File: src/rtl/mc_pkg.sv
`timescale 1ns/1ps
package mc_pkg;

    typedef enum logic [2:0] {
        ALU_AND = 3'b000,
        ALU_OR  = 3'b001,
        ALU_ADD = 3'b010,
        ALU_SUB = 3'b110,
        ALU_SLT = 3'b111
    } alu_op_e;

    typedef enum logic {
        OPA_PC  = 1'b0,
        OPA_REG = 1'b1
    } opa_sel_e;

    typedef enum logic [1:0] {
        OPB_REG   = 2'd0,
        OPB_FOUR  = 2'd1,
        OPB_IMM   = 2'd2,
        OPB_IMMSH = 2'd3
    } opb_sel_e;

    typedef enum logic [1:0] {
        PCS_ALU    = 2'd0,
        PCS_ALUOUT = 2'd1,
        PCS_JUMP   = 2'd2,
        PCS_VECTOR = 2'd3
    } pc_sel_e;

endpackage

File: src/rtl/mc_alu.sv
`timescale 1ns/1ps
module mc_alu #(
    parameter int W = 32
) (
    input  logic [W-1:0] opa,
    input  logic [W-1:0] opb,
    input  logic [2:0]   op,
    output logic [W-1:0] res,
    output logic         zero,
    output logic         ovf
);
    import mc_pkg::*;

    logic [W-1:0] sum;
    logic [W-1:0] diff;
    logic         lt;

    assign sum  = opa + opb;
    assign diff = opa - opb;
    assign lt   = $signed(opa) < $signed(opb);

    always_comb begin
        res = '0;
        ovf = 1'b0;
        case (alu_op_e'(op))
            ALU_AND: res = opa & opb;
            ALU_OR:  res = opa | opb;
            ALU_ADD: begin
                res = sum;
                ovf = (opa[W-1] == opb[W-1]) && (sum[W-1] != opa[W-1]);
            end
            ALU_SUB: begin
                res = diff;
                ovf = (opa[W-1] != opb[W-1]) && (diff[W-1] != opa[W-1]);
            end
            ALU_SLT: res = {{(W-1){1'b0}}, lt};
            default: res = '0;
        endcase
    end

    assign zero = (res == '0);

endmodule

File: src/rtl/mc_regfile.sv
`timescale 1ns/1ps
module mc_regfile #(
    parameter int W    = 32,
    parameter int NREG = 32
) (
    input  logic                    clk,
    input  logic [$clog2(NREG)-1:0] ra1,
    input  logic [$clog2(NREG)-1:0] ra2,
    input  logic [$clog2(NREG)-1:0] wa,
    input  logic [W-1:0]            wd,
    input  logic                    we,
    output logic [W-1:0]            rd1,
    output logic [W-1:0]            rd2
);
    localparam int AW = $clog2(NREG);

    logic [W-1:0] regs [NREG];

    always_ff @(posedge clk) begin
        if (we && (wa != AW'(0))) begin
            regs[wa] <= wd;
        end
    end

    assign rd1 = (ra1 == AW'(0)) ? '0 : regs[ra1];
    assign rd2 = (ra2 == AW'(0)) ? '0 : regs[ra2];

endmodule

File: src/rtl/mc_datapath.sv
`timescale 1ns/1ps
module mc_datapath #(
    parameter int          XLEN    = 32,
    parameter int          NREG    = 32,
    parameter logic [31:0] EXC_VEC = 32'h0C00_0000
) (
    input  logic            clk,
    input  logic            rst_n,
    output logic [XLEN-1:0] mem_addr,
    output logic [XLEN-1:0] mem_wdata,
    input  logic [XLEN-1:0] mem_rdata,
    input  logic            addr_from_alu,
    input  logic            ir_we,
    input  logic            a_sel,
    input  logic [1:0]      b_sel,
    input  logic [2:0]      alu_op,
    input  logic [1:0]      pc_sel,
    input  logic            pc_we,
    input  logic            pc_cond_we,
    input  logic            rf_we,
    input  logic            rf_dst_rd,
    input  logic            rf_from_mdr,
    input  logic            epc_we,
    input  logic            cause_we,
    input  logic            cause_val,
    output logic [5:0]      opcode,
    output logic [5:0]      funct,
    output logic            alu_zero,
    output logic            alu_ovf,
    output logic [XLEN-1:0] pc_q,
    output logic [XLEN-1:0] epc_q,
    output logic            cause_q
);
    import mc_pkg::*;

    localparam int RAW  = $clog2(NREG);
    localparam int IMMW = 16;
    localparam int JW   = 26;

    logic [XLEN-1:0] pc_r, ir_r, mdr_r, a_r, b_r, aluout_r, epc_r;
    logic            cause_r;
    logic [XLEN-1:0] imm_sx, imm_sh, opa, opb, alu_res, pc_next;
    logic [XLEN-1:0] rs_val, rt_val, rf_wd;
    logic [RAW-1:0]  rf_wa;
    logic            pc_load;

    assign imm_sx = {{(XLEN-IMMW){ir_r[IMMW-1]}}, ir_r[IMMW-1:0]};
    assign imm_sh = imm_sx << 2;

    // Operand multiplexers
    always_comb begin
        unique case (opa_sel_e'(a_sel))
            OPA_PC:  opa = pc_r;
            OPA_REG: opa = a_r;
        endcase
    end

    always_comb begin
        unique case (opb_sel_e'(b_sel))
            OPB_REG:   opb = b_r;
            OPB_FOUR:  opb = XLEN'(4);
            OPB_IMM:   opb = imm_sx;
            OPB_IMMSH: opb = imm_sh;
        endcase
    end

    mc_alu #(.W(XLEN)) u_alu (
        .opa  (opa),
        .opb  (opb),
        .op   (alu_op),
        .res  (alu_res),
        .zero (alu_zero),
        .ovf  (alu_ovf)
    );

    // PC source selection
    always_comb begin
        unique case (pc_sel_e'(pc_sel))
            PCS_ALU:    pc_next = alu_res;
            PCS_ALUOUT: pc_next = aluout_r;
            PCS_JUMP:   pc_next = {pc_r[XLEN-1:JW+2], ir_r[JW-1:0], 2'b00};
            PCS_VECTOR: pc_next = XLEN'(EXC_VEC);
        endcase
    end

    assign pc_load = pc_we | (pc_cond_we & alu_zero);

    assign rf_wa = rf_dst_rd ? ir_r[11 +: RAW] : ir_r[16 +: RAW];
    assign rf_wd = rf_from_mdr ? mdr_r : aluout_r;

    mc_regfile #(.W(XLEN), .NREG(NREG)) u_rf (
        .clk (clk),
        .ra1 (ir_r[21 +: RAW]),
        .ra2 (ir_r[16 +: RAW]),
        .wa  (rf_wa),
        .wd  (rf_wd),
        .we  (rf_we),
        .rd1 (rs_val),
        .rd2 (rt_val)
    );

    // State register process
    always_ff @(posedge clk) begin
        if (!rst_n) begin
            pc_r     <= '0;
            ir_r     <= '0;
            mdr_r    <= '0;
            a_r      <= '0;
            b_r      <= '0;
            aluout_r <= '0;
            epc_r    <= '0;
            cause_r  <= 1'b0;
        end else begin
            if (pc_load)  pc_r    <= pc_next;
            if (ir_we)    ir_r    <= mem_rdata;
            if (epc_we)   epc_r   <= alu_res;
            if (cause_we) cause_r <= cause_val;
            mdr_r    <= mem_rdata;
            a_r      <= rs_val;
            b_r      <= rt_val;
            aluout_r <= alu_res;
        end
    end

    // Output process
    always_comb begin
        mem_addr  = addr_from_alu ? aluout_r : pc_r;
        mem_wdata = b_r;
        opcode    = ir_r[31:26];
        funct     = ir_r[5:0];
        pc_q      = pc_r;
        epc_q     = epc_r;
        cause_q   = cause_r;
    end

endmodule

File: config.mk
export PLATFORM = sky130hd
export DESIGN_NAME = mc_datapath
export DESIGN_NICKNAME = d
export VERILOG_FILES = /design/src/rtl/mc_pkg.sv /design/src/rtl/mc_alu.sv /design/src/rtl/mc_regfile.sv /design/src/rtl/mc_datapath.sv
export SDC_FILE = /design/constraint.sdc
export NUM_CORES = 2
export LEC_CHECK = 0
export BUFFER_PORTS_ARGS = -buffer_cell sky130_fd_sc_hd__buf_2
export CORE_UTILIZATION = 57
export DETAILED_ROUTE_END_ITERATION = 12
export PLACE_DENSITY = 0.73
export SLEW_MARGIN = 20
export SYNTH_ARGS = -nofsm -noshare
export SYNTH_HDL_FRONTEND = slang
export SYNTH_SLANG_ARGS = --single-unit
File: constraint.sdc
create_clock -name clk -period 5.07 [get_ports clk]
set_input_delay 0.2535 -clock clk [delete_from_list [all_inputs] [get_ports clk]]
set_output_delay 0.2535 -clock clk [all_outputs]
set_load 0.005 [all_outputs]
# Yosys cells after proc, flatten, opt, wreduce, memory -nomap -nowiden

Memories as Yosys holds them, arrays and structs flattened. A register that Yosys moved wholly into a read port is not among the register bits.
Index checks and enable logic that the tools add are counted.

$add $sub $neg: 2
Order comparisons: 1
Equal/unequal tests: 14
Muxes and demuxes: 10
Bitwise logic cells: 7
Reduce and logical (&&, ||, !) cells: 13

Operators by type and width:

| cell               | count |
|---|---|
| $pmux 32 s4        | 2 |
| $pmux 32 s5        | 1 |
| $mux 32            | 2 |
| $pmux 32 s2        | 1 |
| $add 32x32->32     | 1 |
| $and 32x32->32     | 1 |
| $logic_not 32->1   | 1 |
| $lt 32x32->1       | 1 |
| $or 32x32->32      | 1 |
| $sub 32x32->32     | 1 |
| $logic_not 5->1    | 2 |
| $eq 2x2->1 const B | 4 |
| $eq 3x3->1 const B | 2 |
| $mux 5             | 1 |
| $reduce_bool 5->1  | 1 |
| $eq 2x1->1 const B | 2 |
| $logic_not 2->1    | 2 |
| $reduce_or 2->1    | 2 |
| $eq 3x1->1 const B | 1 |
| $eq 3x2->1 const B | 1 |
| $logic_and 1x1->1  | 3 |
| $logic_not 3->1    | 1 |
| $ne 1x1->1         | 3 |
| $not 1->1          | 3 |
| 6 further kinds    | 7 |

Register bits: 161
Bits in writable memories: 1024
Input port bits: 52
Output and inout port bits: 143
Word-level logic and storage cells: 55
Memories: 1

Memory list:

| memory    | depth | bits a word | read ports | clocked after memory_dff | wr ports | RTL line         | source |
|---|---|---|---|---|---|---|---|
| u_rf.regs | 32    | 32          | 2          | 2                        | 1        | mc_regfile.sv:17 | `logic [W-1:0] regs [NREG];` |

# Logic depth before layout (Yosys ltp)

Word-level depth: 8
Depth in mapped cells: 22
Gate-level depth less buffers: 18

# Cells and area by module

A second synthesis with hierarchy kept.

Cells, all modules: 4258
Area, all modules: 62632.6 µm²

By module, submodules not included:

| module      | times used | cells each | area each (µm²) | seq. area each (µm²) |
|---|---|---|---|---|
| mc_regfile  | 1          | 2564       | 47929.7         | 30749.5 |
| mc_datapath | 1          | 868        | 9325.2          | 4504.3 |
| mc_alu      | 1          | 826        | 5377.7          | 0.0 |

# Worst setup path after synthesis

No wires, ideal clock.

Path kind: reg2reg
From: register ir_r[16]
To: memory u_rf.regs[17][0] (enable)
Setup time: 0.461 ns
Arrival: 4.683 ns
Data required time: 4.609 ns
Path slack: -0.074 ns
Stages on the path, launching flop included: 9
Buffers on the path: 5
Clock period less this slack: 5.144 ns
Cells stage by stage: dfxtp_1 -> clkbuf_1 -> clkbuf_1 -> buf_2 -> clkbuf_1 -> buf_1 -> nor3b_1 -> a31oi_1 -> nor3_1

Longest elaborated chain between the ends: 5

RTL lines:

| item                         | RTL line           | source |
|---|---|---|
| start, declared              | mc_datapath.sv:40  | `logic [XLEN-1:0] pc_r, ir_r, mdr_r, a_r, b_r, aluout_r, epc_r;` |
| start signal, assigned       | mc_datapath.sv:115 | `if (ir_we) ir_r <= mem_rdata;` |
| $mux 5 *                     | mc_datapath.sv:88  | `assign rf_wa = rf_dst_rd ? ir_r[11 +: RAW] : ir_r[16 +: RAW];` |
| $reduce_bool 5->1            | mc_regfile.sv:20   | `if (we && (wa != AW'(0))) begin` |
| $logic_and 1x1->1            | mc_regfile.sv:20   |  |
| $mux 1                       | mc_regfile.sv:20   |  |
| $mux 1 (implied by the code) | mc_regfile.sv:21   | `regs[wa] <= wd;` |
| end, declared                | mc_regfile.sv:17   |  |

Every way passes the cells marked *; elsewhere a longest branch is shown, timed or not.

# Worst setup path in the final report

From: register b_r[10] (netlist: mem_wdata[10]), read port of u_rf.regs
To: output port alu_zero

Longest elaborated chain between the ends: 4
Elaborated cells on any way between the ends: 8
Classes of those cells: add/sub: 2; order compare: 1; mux: 2; bitwise: 2; reduce/logical: 1

RTL lines:

| item                                         | RTL line          | source |
|---|---|---|
| start, declared                              | mc_datapath.sv:40 |  |
| $pmux 32 s4 *                                | mc_datapath.sv:59 | `unique case (opb_sel_e'(b_sel))` |
| $sub 32x32->32, or another cell as far along | mc_alu.sv:19      | `assign diff = opa - opb;` |
| $pmux 32 s5 *                                | mc_alu.sv:25      | `case (alu_op_e'(op))` |
| $logic_not 32->1 *                           | mc_alu.sv:41      | `assign zero = (res == '0);` |
| end, declared                                | mc_datapath.sv:28 | `output logic alu_zero,` |

Marks and branches as above.

==> metrics.txt <==
floorplan die area=110000 um2; global placer's final weighted congestion=1.01; clock tree from TritonCTS=yes; count of nets left with antenna violations after detail routing=0; data required time of the critical path=4.82 ns; CTS H-tree depth=4; Highest Clock Rate=191 MHz; pin slew with the least headroom to its limit=1.15 ns; Warnings, synthesis=0; number of DRC violations after detailed routing=0; delay of the slowest cell on the worst path=0.49 ns; minimum period implied by the final worst setup slack=5.22 ns; standard cell area after detailed placement=67100 um2; leak pwr=24.5 nW; violations in the final reports=negative setup slack; area growth from synthesis to layout=16.4%; synthesized area per cell=15.4 um2; dpl hpwl=136000 um; Setup WS post-layout=-0.154 ns; Final Hold Fails=0; most frequent cell on the critical path=buf_4; number of buffers on the longest clock path=3; flop2flop setup slack=0.14 ns; nature of the critical path startpoint=flip-flop; critical path start-end classification=reg2out; vias in the first global route=42393; unrepaired setup endpoints after global routing=yes; Initial Util=57.7%; max-cap violations=0; arrival time at the worst endpoint=4.97 ns; final non-filler cell total=5981; clock net sink count=1249; # setup viols final=1; sequential element share of the synthesized area=56.9%; final total negative setup slack=-0.154 ns; number of enable-type register cells in the synthesized netlist=1024; Detailed Routing Iterations Pass 1=6; clk slew on worst S/H paths=0.06 ns; number of library cell types mapped by synthesis=95; fraction of layout cells with a size suffix above 1=34.1%; Layout Nets=4630; worst-path cell with the longest stage delay=dfxtp_1; GR Overflow Total=0; IO Port Bufs=194; sort of element at the end of the critical path=output port; number of vias after detailed routing=43049; worst-path fanout max=6; root buffer cell=clkbuf_16; number of DRC markers after the initial detailed-route iteration=6107; portion of the clock cycle consumed by the worst path in the final layout=103%; Std-Cell Core Area=107000 um2; die outline height=332 um; placed cell count=5699; post-DR wirelength/cell=35.1 um; FF-to-FF Start=ir_r[4]; pre-CTS WS=-0.216 ns; worst path cell trace=nand2b_1 -> o21ai_0 -> ha_2 -> buf_4 -> buf_4 -> o31ai_2 -> o21ai_1 -> a311o_1 -> a32oi_2 -> nand4b_1 -> nor4_4 -> buf_4 -> and4_4 -> nand4_4 -> nor2_4 -> buf_2; Post-synth top flop=edfxtp_1; result of the run=complete, but fails checks; share of the core filled with cells in the final layout=67.1%; Via-to-Cell Ratio=7.20; number of max-slew violations in the final report=0; share of synthesized flip-flops with an asynchronous set or reset=0%; clock latency at the later pin of the worst-skew pair=0.77 ns; setup skew after layout=0.0587 ns; design area=72100 um2; Mapped Area=61900 um2; crit path from=mem_wdata[10]; global-route wire length before repair=300000 um; CTS Buf Count=132; overall track demand over capacity in global routing=38.1%; count of pins on the block boundary=195; Rows=120; #FFs+latches synth=1249; crit path to=alu_zero; maximum number of pins on one net before global-route repair=115; synthesized instance count=4032; endpoint of the lowest-slack register-to-register path=pc_q[30]; number of cells on the worst reg-to-reg path=23; Min-Delay Path Class=in2reg; slew margin rel.=23.3%; Power Density=353 nW/um2; antenna violations before repair=18; Horiz. Die Dim=332 um; routed wire length=210000 um; maximum VDD drop=0.000394 V
## worst min path at each step
stage	from	to	slack, ns	depth (start not counted)
6_report	rst_n	mdr_r[19]	0.08	3
5_1_grt	rst_n	mdr_r[19]	0.07	3
4_1_cts	rst_n	mdr_r[19]	0.04	3
3_5_place_dp	epc_q[22]	epc_q[22]	0.48	2
3_3_place_gp	epc_q[11]	epc_q[11]	0.47	2
2_1_floorplan	mem_rdata[0]	mdr_r[0]	0.38	1
## critical path: cells and delay by family, from the launching register on
kind                     cells  cell delay [ns]
AO/OA/AOI/OAI                5             1.58
adder cells (fa/ha/maj)      1             0.41
buffers and inverters        4             0.62
flip-flops                   1             0.49
AND/OR/NAND/NOR              6             1.11
## metrics by stage
stage               hold slack [ns]  total power, mW
global placement              0.469             15.9
floorplan                     0.375             14.1
finish                       0.0778             25.4
CTS                          0.0363             25.3
detailed placement            0.475             15.9
global route                 0.0718             26.0
## cells by family (layout without fill, tap and decap cells)
group,after synthesis,in the layout,share of synthesized area [%]
simple gates,649,649,4.90
compound gates,675,675,7.82
fa+ha+maj,103,103,2.11
mux,898,898,25.2
other cells,1,35,0.00606
xor+xnor,11,11,0.156
buf+inv,446,958,2.90
flops,1249,1249,56.9
## state kept, by name, summed over array words and instances (netlist names), 32 cells and up
name       cells
a_r           32
aluout_r      32
epc_q         32
ir_r          32
mdr_r         32
mem_wdata     32
pc_q          32
u_rf.regs   1024
## final cells by class
cell class / count / area (um2)
clock inverters: 49 / 562
flip-flops and latches: 1249 / 35300
well taps: 1403 / 1760
diodes: 3 / 7.51
clock buffers: 185 / 3650
inverters: 116 / 440
repair buffers: 608 / 4720
multi-input cells: 2368 / 25600
fillers: 7212 / 35300
## Yosys cell counts (19+ instances only)
library cell / instances / area share (%)
nor3_1: 42 / 0.34
a221oi_1: 30 / 0.42
nand2_1: 119 / 0.72
clkbuf_1: 197 / 1.2
a211oi_1: 78 / 0.95
mux4_2: 510 / 19
buf_1: 84 / 0.51
inv_1: 113 / 0.69
edfxtp_1: 1024 / 50
nand3_1: 23 / 0.19
o31ai_1: 20 / 0.24
nand2b_1: 31 / 0.31
a21oi_1: 123 / 0.99
a21o_1: 19 / 0.23
o21ai_0: 68 / 0.55
a22o_1: 30 / 0.42
buf_2: 29 / 0.23
o211ai_1: 28 / 0.34
o22ai_1: 60 / 0.61
o221ai_1: 48 / 0.68
nor2b_1: 21 / 0.21
mux2_2: 168 / 3.1
mux2i_1: 220 / 3.6
dfxtp_1: 225 / 7.3
ha_1: 101 / 2.0
a311oi_1: 33 / 0.47
and2_1: 47 / 0.47
nor2_1: 286 / 1.7
## routing by layer
metal | GRT usage [%] | up-vias | routed length, um
met5 | 0 | - | 65
met4 | 18.2 | 10 | 11000
met3 | 8.13 | 671 | 24400
met2 | 59.8 | 3206 | 98100
met1 | 51.1 | 21966 | 76500
li1 | - | 17196 | -
## placed cells by master, fill, tap and decap left out, drive strengths merged, types with 43 or more instances in the layout
| master | instances |
|---|---|
| edfxtp | 1024 |
| buf | 574 |
| mux4 | 510 |
| nor2 | 286 |
| dfxtp | 225 |
| mux2i | 220 |
| clkbuf | 185 |
| mux2 | 168 |
| a21oi | 123 |
| inv | 122 |
| nand2 | 119 |
| ha | 101 |
| a211oi | 79 |
| o21ai | 78 |
| o22ai | 61 |
| and2 | 48 |
| o221ai | 48 |
| nor3 | 43 |
## timing repair
| item | in CTS | in global routing |
|---|---|---|
| hold endpoints to repair | 65 | 0 |
| setup endpoints to repair | 32 | 31 |
| setup buffers | 5 | 5 |
| cloned | 0 | 0 |
| pin swaps | 15 | 25 |
| gates resized for setup | 41 | 42 |
| hold buffers | 34 | 0 |
## power breakdown
group	internal [mW]	total [mW]	switching, mW
registers	11.4	11.7	0.277
logic	1.75	4.21	2.47
clock network	5.42	9.51	4.09
Power figures use the tool's default switching activity.
